===== config.mk =====
export PLATFORM = sky130hd
export DESIGN_NAME = i2c_scl_timer
export DESIGN_NICKNAME = d
export VERILOG_FILES = /design/src/rtl/i2c_scl_pkg.sv /design/src/rtl/i2c_scl_divlatch.sv /design/src/rtl/i2c_scl_phasecnt.sv /design/src/rtl/i2c_scl_seq.sv /design/src/rtl/i2c_scl_timer.sv
export SDC_FILE = /design/constraint.sdc
export NUM_CORES = 1
export LEC_CHECK = 0
export ABC_AREA = 0
export ABC_CLOCK_PERIOD_IN_PS = 7500
export BUFFER_PORTS_ARGS = -buffer_cell sky130_fd_sc_hd__buf_4
export CORE_MARGIN = 10
export CORE_UTILIZATION = 50
export DETAILED_ROUTE_END_ITERATION = 6
export GPL_TIMING_DRIVEN = 0
export PLACE_DENSITY = 0.64
export SKIP_LAST_GASP = 1
export SLEW_MARGIN = 0
export SYNTH_ARGS = -nofsm -noshare
export SYNTH_HDL_FRONTEND = slang
export SYNTH_SLANG_ARGS = --single-unit

===== constraint.sdc =====
create_clock -name clk -period 7.5 [get_ports clk]
set_input_delay 1.5 -clock clk [delete_from_list [all_inputs] [get_ports clk]]
set_output_delay 1.5 -clock clk [all_outputs]
set_load 0.05 [all_outputs]

===== src/rtl/i2c_scl_pkg.sv =====
package i2c_scl_pkg;

  localparam int unsigned SCL_HALF_W   = 16;
  localparam int unsigned SCL_SCALE_LG = 3;

  typedef enum logic [2:0] {
    PH_IDLE      = 3'd0,
    PH_START     = 3'd1,
    PH_LOW       = 3'd2,
    PH_HIGH      = 3'd3,
    PH_STOP_LOW  = 3'd4,
    PH_STOP_HIGH = 3'd5
  } scl_phase_e;

  // last down-count value of a whole phase: (half << lg) - 1
  function automatic int unsigned full_last(int unsigned half, int unsigned lg);
    return (half << lg) - 1;
  endfunction

  // last down-count value of half a phase; also the midpoint count
  function automatic int unsigned half_last(int unsigned half, int unsigned lg);
    return (half << (lg - 1)) - 1;
  endfunction

endpackage


===== src/rtl/i2c_scl_divlatch.sv =====
module i2c_scl_divlatch #(
  parameter int unsigned HALF_W = i2c_scl_pkg::SCL_HALF_W
) (
  input  logic              clk,
  input  logic              rst_n,
  input  logic              take,
  input  logic [2*HALF_W-1:0] div_word,
  output logic [HALF_W-1:0] eff_lo,
  output logic [HALF_W-1:0] eff_hi
);

  logic [HALF_W-1:0] raw_lo, raw_hi, lat_lo, lat_hi;

  // a zero half counts as one unit
  assign raw_lo = (div_word[HALF_W-1:0] == '0) ? HALF_W'(1) : div_word[HALF_W-1:0];
  assign raw_hi = (div_word[2*HALF_W-1:HALF_W] == '0) ? HALF_W'(1) : div_word[2*HALF_W-1:HALF_W];

  always_ff @(posedge clk) begin
    if (!rst_n) begin
      lat_lo <= HALF_W'(1);
      lat_hi <= HALF_W'(1);
    end else if (take) begin
      lat_lo <= raw_lo;
      lat_hi <= raw_hi;
    end
  end

  // bypass so the phase being loaded uses the freshly sampled value
  assign eff_lo = take ? raw_lo : lat_lo;
  assign eff_hi = take ? raw_hi : lat_hi;

  AST_DIV_HOLD: assert property (@(posedge clk) disable iff (!rst_n)
    !take |=> ($stable(lat_lo) && $stable(lat_hi)));
  AST_HALF_NONZERO: assert property (@(posedge clk) disable iff (!rst_n)
    (eff_lo != '0) && (eff_hi != '0));

endmodule


===== src/rtl/i2c_scl_phasecnt.sv =====
module i2c_scl_phasecnt #(
  parameter int unsigned CNT_W = 19
) (
  input  logic             clk,
  input  logic             rst_n,
  input  logic             load,
  input  logic [CNT_W-1:0] load_val,
  output logic [CNT_W-1:0] cnt,
  output logic             at_end
);

  always_ff @(posedge clk) begin
    if (!rst_n)          cnt <= '0;
    else if (load)       cnt <= load_val;
    else if (cnt != '0)  cnt <= cnt - CNT_W'(1);
  end

  assign at_end = (cnt == '0);

  AST_CNT_STEP: assert property (@(posedge clk) disable iff (!rst_n)
    (!load && cnt != '0) |=> (cnt == $past(cnt) - CNT_W'(1)));
  AST_CNT_LOAD: assert property (@(posedge clk) disable iff (!rst_n)
    load |=> (cnt == $past(load_val)));

endmodule


===== src/rtl/i2c_scl_seq.sv =====
module i2c_scl_seq
  import i2c_scl_pkg::*;
#(
  parameter int unsigned HALF_W   = SCL_HALF_W,
  parameter int unsigned SCALE_LG = SCL_SCALE_LG,
  localparam int unsigned CNT_W   = HALF_W + SCALE_LG
) (
  input  logic              clk,
  input  logic              rst_n,
  input  logic              run,
  input  logic              start_req,
  input  logic              stop_req,
  input  logic              at_end,
  input  logic [CNT_W-1:0]  cnt,
  input  logic [HALF_W-1:0] eff_lo,
  input  logic [HALF_W-1:0] eff_hi,
  output logic              take,
  output logic              load,
  output logic [CNT_W-1:0]  load_val,
  output logic              scl_o,
  output logic              sda_pull,
  output logic              tick_chg,
  output logic              tick_smp,
  output logic              stop_done
);

  scl_phase_e phase, nxt;
  logic stop_pend;

  always_comb begin
    nxt      = phase;
    take     = 1'b0;
    load     = 1'b0;
    load_val = '0;
    if (!run) begin
      nxt = PH_IDLE;
    end else begin
      unique case (phase)
        PH_IDLE: if (start_req) begin
          nxt = PH_START; take = 1'b1; load = 1'b1;
          load_val = CNT_W'(half_last(32'(eff_hi), SCALE_LG));
        end
        PH_START: if (at_end) begin
          nxt = PH_LOW; take = 1'b1; load = 1'b1;
          load_val = CNT_W'(full_last(32'(eff_lo), SCALE_LG));
        end
        PH_LOW: if (at_end) begin
          nxt = PH_HIGH; load = 1'b1;
          load_val = CNT_W'(full_last(32'(eff_hi), SCALE_LG));
        end
        PH_HIGH: if (at_end) begin
          nxt = (stop_pend || stop_req) ? PH_STOP_LOW : PH_LOW;
          take = 1'b1; load = 1'b1;
          load_val = CNT_W'(full_last(32'(eff_lo), SCALE_LG));
        end
        PH_STOP_LOW: if (at_end) begin
          nxt = PH_STOP_HIGH; load = 1'b1;
          load_val = CNT_W'(half_last(32'(eff_hi), SCALE_LG));
        end
        PH_STOP_HIGH: if (at_end) nxt = PH_IDLE;
        default: nxt = PH_IDLE;
      endcase
    end
  end

  always_ff @(posedge clk) begin
    if (!rst_n) phase <= PH_IDLE;
    else        phase <= nxt;
  end

  always_ff @(posedge clk) begin
    if (!rst_n)
      stop_pend <= 1'b0;
    else if (nxt == PH_STOP_LOW || nxt == PH_IDLE)
      stop_pend <= 1'b0;
    else if (stop_req && (phase == PH_START || phase == PH_LOW || phase == PH_HIGH))
      stop_pend <= 1'b1;
  end

  assign scl_o     = !(phase == PH_LOW || phase == PH_STOP_LOW);
  assign sda_pull  = (phase == PH_START) || (phase == PH_STOP_LOW) || (phase == PH_STOP_HIGH);
  assign tick_chg  = (phase == PH_LOW)  && (cnt == CNT_W'(half_last(32'(eff_lo), SCALE_LG)));
  assign tick_smp  = (phase == PH_HIGH) && (cnt == CNT_W'(half_last(32'(eff_hi), SCALE_LG)));
  assign stop_done = (phase == PH_STOP_HIGH) && at_end && run;

  AST_TICK_EXCL: assert property (@(posedge clk) disable iff (!rst_n)
    !(tick_chg && tick_smp));
  AST_CHG_IN_LOW: assert property (@(posedge clk) disable iff (!rst_n)
    tick_chg |-> !scl_o && !sda_pull);
  AST_SMP_IN_HIGH: assert property (@(posedge clk) disable iff (!rst_n)
    tick_smp |-> scl_o && !sda_pull);
  AST_HALT_IDLE: assert property (@(posedge clk) disable iff (!rst_n)
    !run |=> (scl_o && !sda_pull && !tick_chg && !tick_smp));
  AST_START_SDA: assert property (@(posedge clk) disable iff (!rst_n)
    (phase == PH_IDLE && run && start_req) |=> (sda_pull && scl_o));
  AST_DONE_RELEASE: assert property (@(posedge clk) disable iff (!rst_n)
    stop_done |=> (!sda_pull && scl_o));

endmodule


===== src/rtl/i2c_scl_timer.sv =====
module i2c_scl_timer
  import i2c_scl_pkg::*;
#(
  parameter int unsigned HALF_W   = SCL_HALF_W,
  parameter int unsigned SCALE_LG = SCL_SCALE_LG
) (
  input  logic                clk,
  input  logic                rst_n,
  input  logic                ctl_en,
  input  logic                xfer_act,
  input  logic [2*HALF_W-1:0] div_word,
  input  logic                start_req,
  input  logic                stop_req,
  output logic                scl_o,
  output logic                sda_pull,
  output logic                tick_chg,
  output logic                tick_smp,
  output logic                stop_done
);

  localparam int unsigned CNT_W = HALF_W + SCALE_LG;

  logic              run, take, load, at_end;
  logic [CNT_W-1:0]  load_val, cnt;
  logic [HALF_W-1:0] eff_lo, eff_hi;

  assign run = ctl_en && xfer_act;

  i2c_scl_divlatch #(.HALF_W(HALF_W)) u_div (
    .clk(clk), .rst_n(rst_n), .take(take), .div_word(div_word),
    .eff_lo(eff_lo), .eff_hi(eff_hi)
  );

  i2c_scl_phasecnt #(.CNT_W(CNT_W)) u_cnt (
    .clk(clk), .rst_n(rst_n), .load(load), .load_val(load_val),
    .cnt(cnt), .at_end(at_end)
  );

  i2c_scl_seq #(.HALF_W(HALF_W), .SCALE_LG(SCALE_LG)) u_seq (
    .clk(clk), .rst_n(rst_n), .run(run), .start_req(start_req),
    .stop_req(stop_req), .at_end(at_end), .cnt(cnt),
    .eff_lo(eff_lo), .eff_hi(eff_hi), .take(take), .load(load),
    .load_val(load_val), .scl_o(scl_o), .sda_pull(sda_pull),
    .tick_chg(tick_chg), .tick_smp(tick_smp), .stop_done(stop_done)
  );

endmodule


=== After elaboration in Yosys (flattened, before gate mapping) ===
Index checks and enable logic that the tools add are counted.

* Logic and storage cells: 70
* Flip-flop bits (word level): 55
* Input bits: 38
* Output and inout port bits: 5

* Equality and inequality tests: 8
* $add $sub $neg: 5
* Reductions and logical operators: 24
* Mux-type cells: 27
* Bitwise operators: 1

{| class="wikitable"
|+ Operators by type and width
! kind !! count
|-
| $mux W19 || 7
|-
| $pmux W19 S4 || 1
|-
| $mux W16 || 4
|-
| $sub A19 B1 Y19 const B || 3
|-
| $eq A19 B19 Y1 || 2
|-
| $sub A18 B1 Y19 const B || 2
|-
| $logic_not A16 Y1 || 2
|-
| $mux W3 || 8
|-
| $logic_not A19 Y1 || 1
|-
| $reduce_bool A19 Y1 || 1
|-
| $pmux W3 S6 || 1
|-
| $eq A3 B3 Y1 const B || 3
|-
| $logic_or A1 B1 Y1 || 7
|-
| $eq A3 B2 Y1 const B || 2
|-
| $logic_and A1 B1 Y1 || 6
|-
| $logic_not A3 Y1 || 2
|-
| $mux W1 || 4
|-
| $pmux W1 S2 || 2
|-
| $reduce_or A2 Y1 || 2
|-
| $reduce_or A4 Y1 || 1
|-
| $eq A3 B1 Y1 const B || 1
|-
| $reduce_bool A2 Y1 || 1
|-
| $logic_not A1 Y1 || 1
|-
| $not A1 Y1 || 1
|}

=== Longest topological paths before layout ===
* Depth after elaboration: 10
* Gate-level depth with buffers: 21
* Mapped depth without buffers: 14

=== By module ===
From an unflattened synthesis, not the netlist that was laid out.

* Cell total of the unflattened synthesis: 550
* Area, all modules: 4709.5 µm²

{| class="wikitable"
|+ By module, submodules not included
! module !! seq. area each (µm²) !! instances !! cells an instance !! area an instance (µm²)
|-
| i2c_scl_seq || 80.1 || 1 || 293 || 2107.0
|-
| i2c_scl_divlatch || 640.6 || 1 || 119 || 1455.1
|-
| i2c_scl_phasecnt || 380.4 || 1 || 137 || 1141.1
|-
| i2c_scl_timer || 0.0 || 1 || 1 || 6.3
|}

=== Least setup slack after synthesis ===
OpenSTA, ideal clock, no wires.

* Path kind: input to output
* Start point: input port ctl_en
* End point: output port tick_chg
* Data arrival time: 5.781 ns
* Data required time: 6.000 ns
* Stages: 18
* Path slack: 0.219 ns
* Buffers on the path: 5
* Cell sequence: and3b_1 nand4_1 o21a_1 buf_6 buf_12 buf_8 buf_4 buf_2 mux2i_1 ha_1 or4b_2 nor4_1 xnor2_1 mux2i_1 xor2_1 a2111oi_1 nand4_1 nor4b_2

* Cells in the longest elaborated chain, start to end: 6

{| class="wikitable"
|+ RTL lines
! item !! RTL line !! RTL
|-
| start, declared || i2c_scl_timer.sv:9 || <nowiki>input logic ctl_en,</nowiki>
|-
| $logic_and A1 B1 Y1 || i2c_scl_timer.sv:27 || <nowiki>assign run = ctl_en && xfer_act;</nowiki>
|-
| $mux W1 || i2c_scl_seq.sv:35 || <nowiki>if (!run) begin</nowiki>
|-
| $mux W16 || i2c_scl_divlatch.sv:29 || <nowiki>assign eff_lo = take ? raw_lo : lat_lo;</nowiki>
|-
| $sub A18 B1 Y19 || i2c_scl_pkg.sv:22 || <nowiki>return (half << (lg - 1)) - 1;</nowiki>
|-
| $eq A19 B19 Y1 || i2c_scl_seq.sv:82 || <nowiki>assign tick_chg = (phase == PH_LOW) && (cnt == CNT_W'(half_last(32'(eff_lo), SCALE_LG)));</nowiki>
|-
| $logic_and A1 B1 Y1 || i2c_scl_seq.sv:82 ||
|-
| end, declared || i2c_scl_timer.sv:16 || <nowiki>output logic tick_chg,</nowiki>
|}

No other way between the ends.

=== Worst setup path after layout ===
* Start point: input port ctl_en
* End point: output port tick_smp

* Cells in the longest elaborated chain, start to end: 6

{| class="wikitable"
|+ RTL lines
! item !! RTL line !! RTL
|-
| $logic_and A1 B1 Y1 || i2c_scl_timer.sv:27 ||
|-
| $mux W1 || i2c_scl_seq.sv:35 ||
|-
| $mux W16 || i2c_scl_divlatch.sv:30 || <nowiki>assign eff_hi = take ? raw_hi : lat_hi;</nowiki>
|-
| $sub A18 B1 Y19 || i2c_scl_pkg.sv:22 ||
|-
| $eq A19 B19 Y1 || i2c_scl_seq.sv:83 || <nowiki>assign tick_smp = (phase == PH_HIGH) && (cnt == CNT_W'(half_last(32'(eff_hi), SCALE_LG)));</nowiki>
|-
| $logic_and A1 B1 Y1 || i2c_scl_seq.sv:83 ||
|-
| end, declared || i2c_scl_timer.sv:17 || <nowiki>output logic tick_smp,</nowiki>
|}

No other way between the ends.

==> impl_results.md <==
- Status: finished, final reports clean
- CP Launch Point: ctl_en
- Die H: 123 um
- CP required: 6.00 ns
- Finished Layout Cells: 871
- Number of global-route vias before repair: 5198
- Crit path launch type: input pin
- Skew-Pair Late Insertion Delay: 0.33 ns
- WHS Path Cells: 1
- Data arrival time of the worst path: 5.76 ns
- Maximum clock path buffer count: 2
- Syn_area_per_cell: 7.70 um2
- Layout cells sized above 1: 0.148
- Peak supply drop: 0.229 mV
- Grt ovf: 0
- Total power: 0.00135 W
- Hold slack: 0.477 ns
- Die Width: 123 um
- DRT iter0 DRCs: 692
- Slew @ Worst Pin: 0.993 ns
- Final setup violation count: 0
- Final antenna-violating net count: 0
- Via count: 5488
- Ys flop type: dfxtp_1
- CTS tree: yes
- Slew headroom: 0.332
- Detailed Routing Iterations Pass 1: 5
- Root Buffer Master: clkbuf_8
- Post-Syn Area: 5310 um2
- RD Place Congestion: 0.975
- Post-DP HPWL: 14500 um
- FF-to-FF setup slack: 2.87 ns
- Final critical-path required period: 7.26 ns
- EDFF count, synth: 0
- Initial antenna violation count: 0
- Initial core utilization: 0.515
- Site row count: 37
- Die ar.: 15200 um2
- Seq/Total Area, Yosys: 0.207
- Clock Sinks: 55
- Port buffer count: 36
- Area added between synthesis and finish: 11.2%
- CP Cell Sequence: buf_4 -> and3b_1 -> nand4_1 -> buf_4 -> o21ai_2 -> buf_6 -> mux2i_2 -> ha_2 -> inv_1 -> nor2_1 -> nand2_1 -> o22a_1 -> buf_6 -> o31a_1 -> o21ai_1 -> nand4_1 -> a2111oi_2 -> buf_4
- Critical Path Sink Type: output pin
- Hold_sp: u_seq.stop_pend$_SDFFE_PP0P_
- Post-Syn Instances: 690
- Syn Nets: 733
- # DRC: 0
- First-pass GRT wire length: 29000 um
- Io pins: 43
- Largest stage delay, worst path: 0.50 ns
- GRT Total Usage: 0.242
- Seq cells post-synth: 55
- RSZ-0062 raised after global routing: no
- Leakage: 2.17 nW
- Worst R2R Start: u_cnt.cnt[6]$_SDFFE_PN0P_
- Max-slew violations: 0
- Routed vias/inst: 6.30
- Fin. Hold Viols: 0
- Final period util: 0.968
- Setup total negative slack: 0 ns
- CP Class: input pin to output pin
- Crit-path slowest cell: mux2i_2
- Hold Path Class: flip-flop to flip-flop
- CTS H-tree depth: 2
- Crit-path most repeated cell: buf_4
- Async SR Flop Fraction: 0
- Placed Cells: 862
- WL final: 18400 um
- Total CTS buffers: 5
- Largest net degree at the start of global routing: 17
- Crit Path Max Fanout: 10
- Power Density: 229 nW/um2
- Routed wire per std cell: 21.1 um
- Clock-pin slew on the worst setup and hold paths: 0.10 ns
- Antenna diodes: 0
- Worst r2r path cells: 17
- Library cells used by synthesis: 81
- YS warnings: 0
- Clk_skew: 0.00813 ns
- Core Footprint: 10300 um2
- Total of max-cap violations: 0
- Final Net Count: 777
- Fmax: 138 MHz
[per-layer routing]
metal | vias to the layer above | track usage | share of wire
met1 | 2591 | 0.321 | 0.44
li1 | 2613 | - | -
met5 | - | 0 | 0
met2 | 245 | 0.383 | 0.45
met3 | 39 | 0.0469 | 0.081
met4 | 0 | 0.0902 | 0.029
[cell usage in the layout (no fill, tap or decap), types with 11 or more instances in the layout]
master	Yosys	final
nand2_1	84	83
dfxtp_1	55	55
nor2_1	48	48
buf_4	3	42
xnor2_1	42	42
xor2_1	36	36
nor3_1	27	27
clkbuf_1	28	27
a21boi_0	26	26
a21oi_1	24	24
nand3_1	24	24
mux2i_1	25	20
o21ai_0	17	17
nor4_1	17	16
nand4_1	15	15
buf_2	14	13
a211oi_1	12	11
[report_power, final]
part	total [W]	leakage (nW)	internal, W	switching (W)
combinational	0.000793	1.68	0.000331	0.000463
sequential	0.000383	0.449	0.000343	0.0000401
clock	0.000174	0.0477	0.0000645	0.000110
[critical path: cells and delay by family]
family | cells | cell delay [ns]
compound gates | 5 | 1.30
buf+inv | 6 | 1.13
simple gates | 5 | 0.90
mux | 1 | 0.50
fa+ha+maj | 1 | 0.42
[timing repair]
action | in CTS | in global routing
gates cloned | 0 | 0
setup endpoints to repair | 2 | 2
gates resized for setup | 8 | 7
hold buffers | 0 | 0
pin swaps | 0 | 1
setup buffers | 2 | 2
[Yosys cell counts (4+ instances only)]
cell      count  area (um2)
dfxtp_1      55        1100
nand3b_1      4        30.0
inv_1        10        37.5
buf_6         5        56.3
and3_1        5        31.3
a221oi_1      6        52.6
o21a_1        4        30.0
o31ai_1       6        45.0
or3_1        10        62.6
a31oi_1       4        25.0
a211o_1       4        35.0
and2_1        4        25.0
a21o_1        4        30.0
or4_1         9        67.6
nand2_1      84         315
nand3_1      24         120
nor3_1       27         135
clkbuf_1     28         105
nand4_1      15        93.8
nor3b_1       8        60.1
nand2b_1      7        43.8
o211ai_1      5        37.5
o21ai_0      17        85.1
mux2i_1      25         250
xnor2_1      42         368
a211oi_1     12        90.1
nor2b_1      10        62.6
buf_2        14        70.1
nor2_1       48         180
ha_1          5        62.6
nor4_2        4        50.1
a21oi_1      24         120
a311oi_1      4        35.0
nor4_1       17         106
a21boi_0     26         195
o31a_1        4        35.0
xor2_1       36         315
or2_2         5        31.3
[kinds of logic (layout without fill, tap and decap cells)]
family	Yosys count	after routing	share of synthesized area
multiplexers	29	29	0.0598
XOR/XNOR	79	79	0.133
adder cells (fa/ha/maj)	5	5	0.0118
AO/OA/AOI/OAI	157	157	0.217
AND/OR/NAND/NOR	299	299	0.304
flip-flops	55	55	0.207
buffers and inverters	66	111	0.0676
[registers in the layout, summed over array words and instances, names as in the netlist]
name / cells
u_seq.stop_pend: 1
u_div.lat_hi: 16
u_cnt.cnt: 19
u_seq.phase: 3
u_div.lat_lo: 16
[stage by stage]
stage,utilization,worst slack [ns],instance area (um2)
final,0.573,0.243,5910
after global routing,0.573,0.0248,5910
after CTS,0.570,0.00764,5880
after detailed placement,0.558,-0.360,5760
after global placement,0.557,-0.369,5750
after floorplan,-,0.219,5310
[worst paths after layout]
check                                                     to
worst max-delay path                                tick_smp
worst min-delay path            u_seq.stop_pend$_SDFFE_PP0P_
worst max register to register    u_cnt.cnt[14]$_SDFFE_PN0P_
worst min register to register  u_seq.stop_pend$_SDFFE_PP0P_
[area by class of cell]
type | instances | area (um2)
timing repair buffer | 40 | 300
inverter | 10 | 37.5
clock inverter | 3 | 15.0
buffer | 53 | 305
multi-input combinational | 569 | 3910
fill | 1036 | 4410
sequential | 55 | 1100
tap | 136 | 170
clock buffer | 5 | 68.8
(Power assumes the default switching activity.)
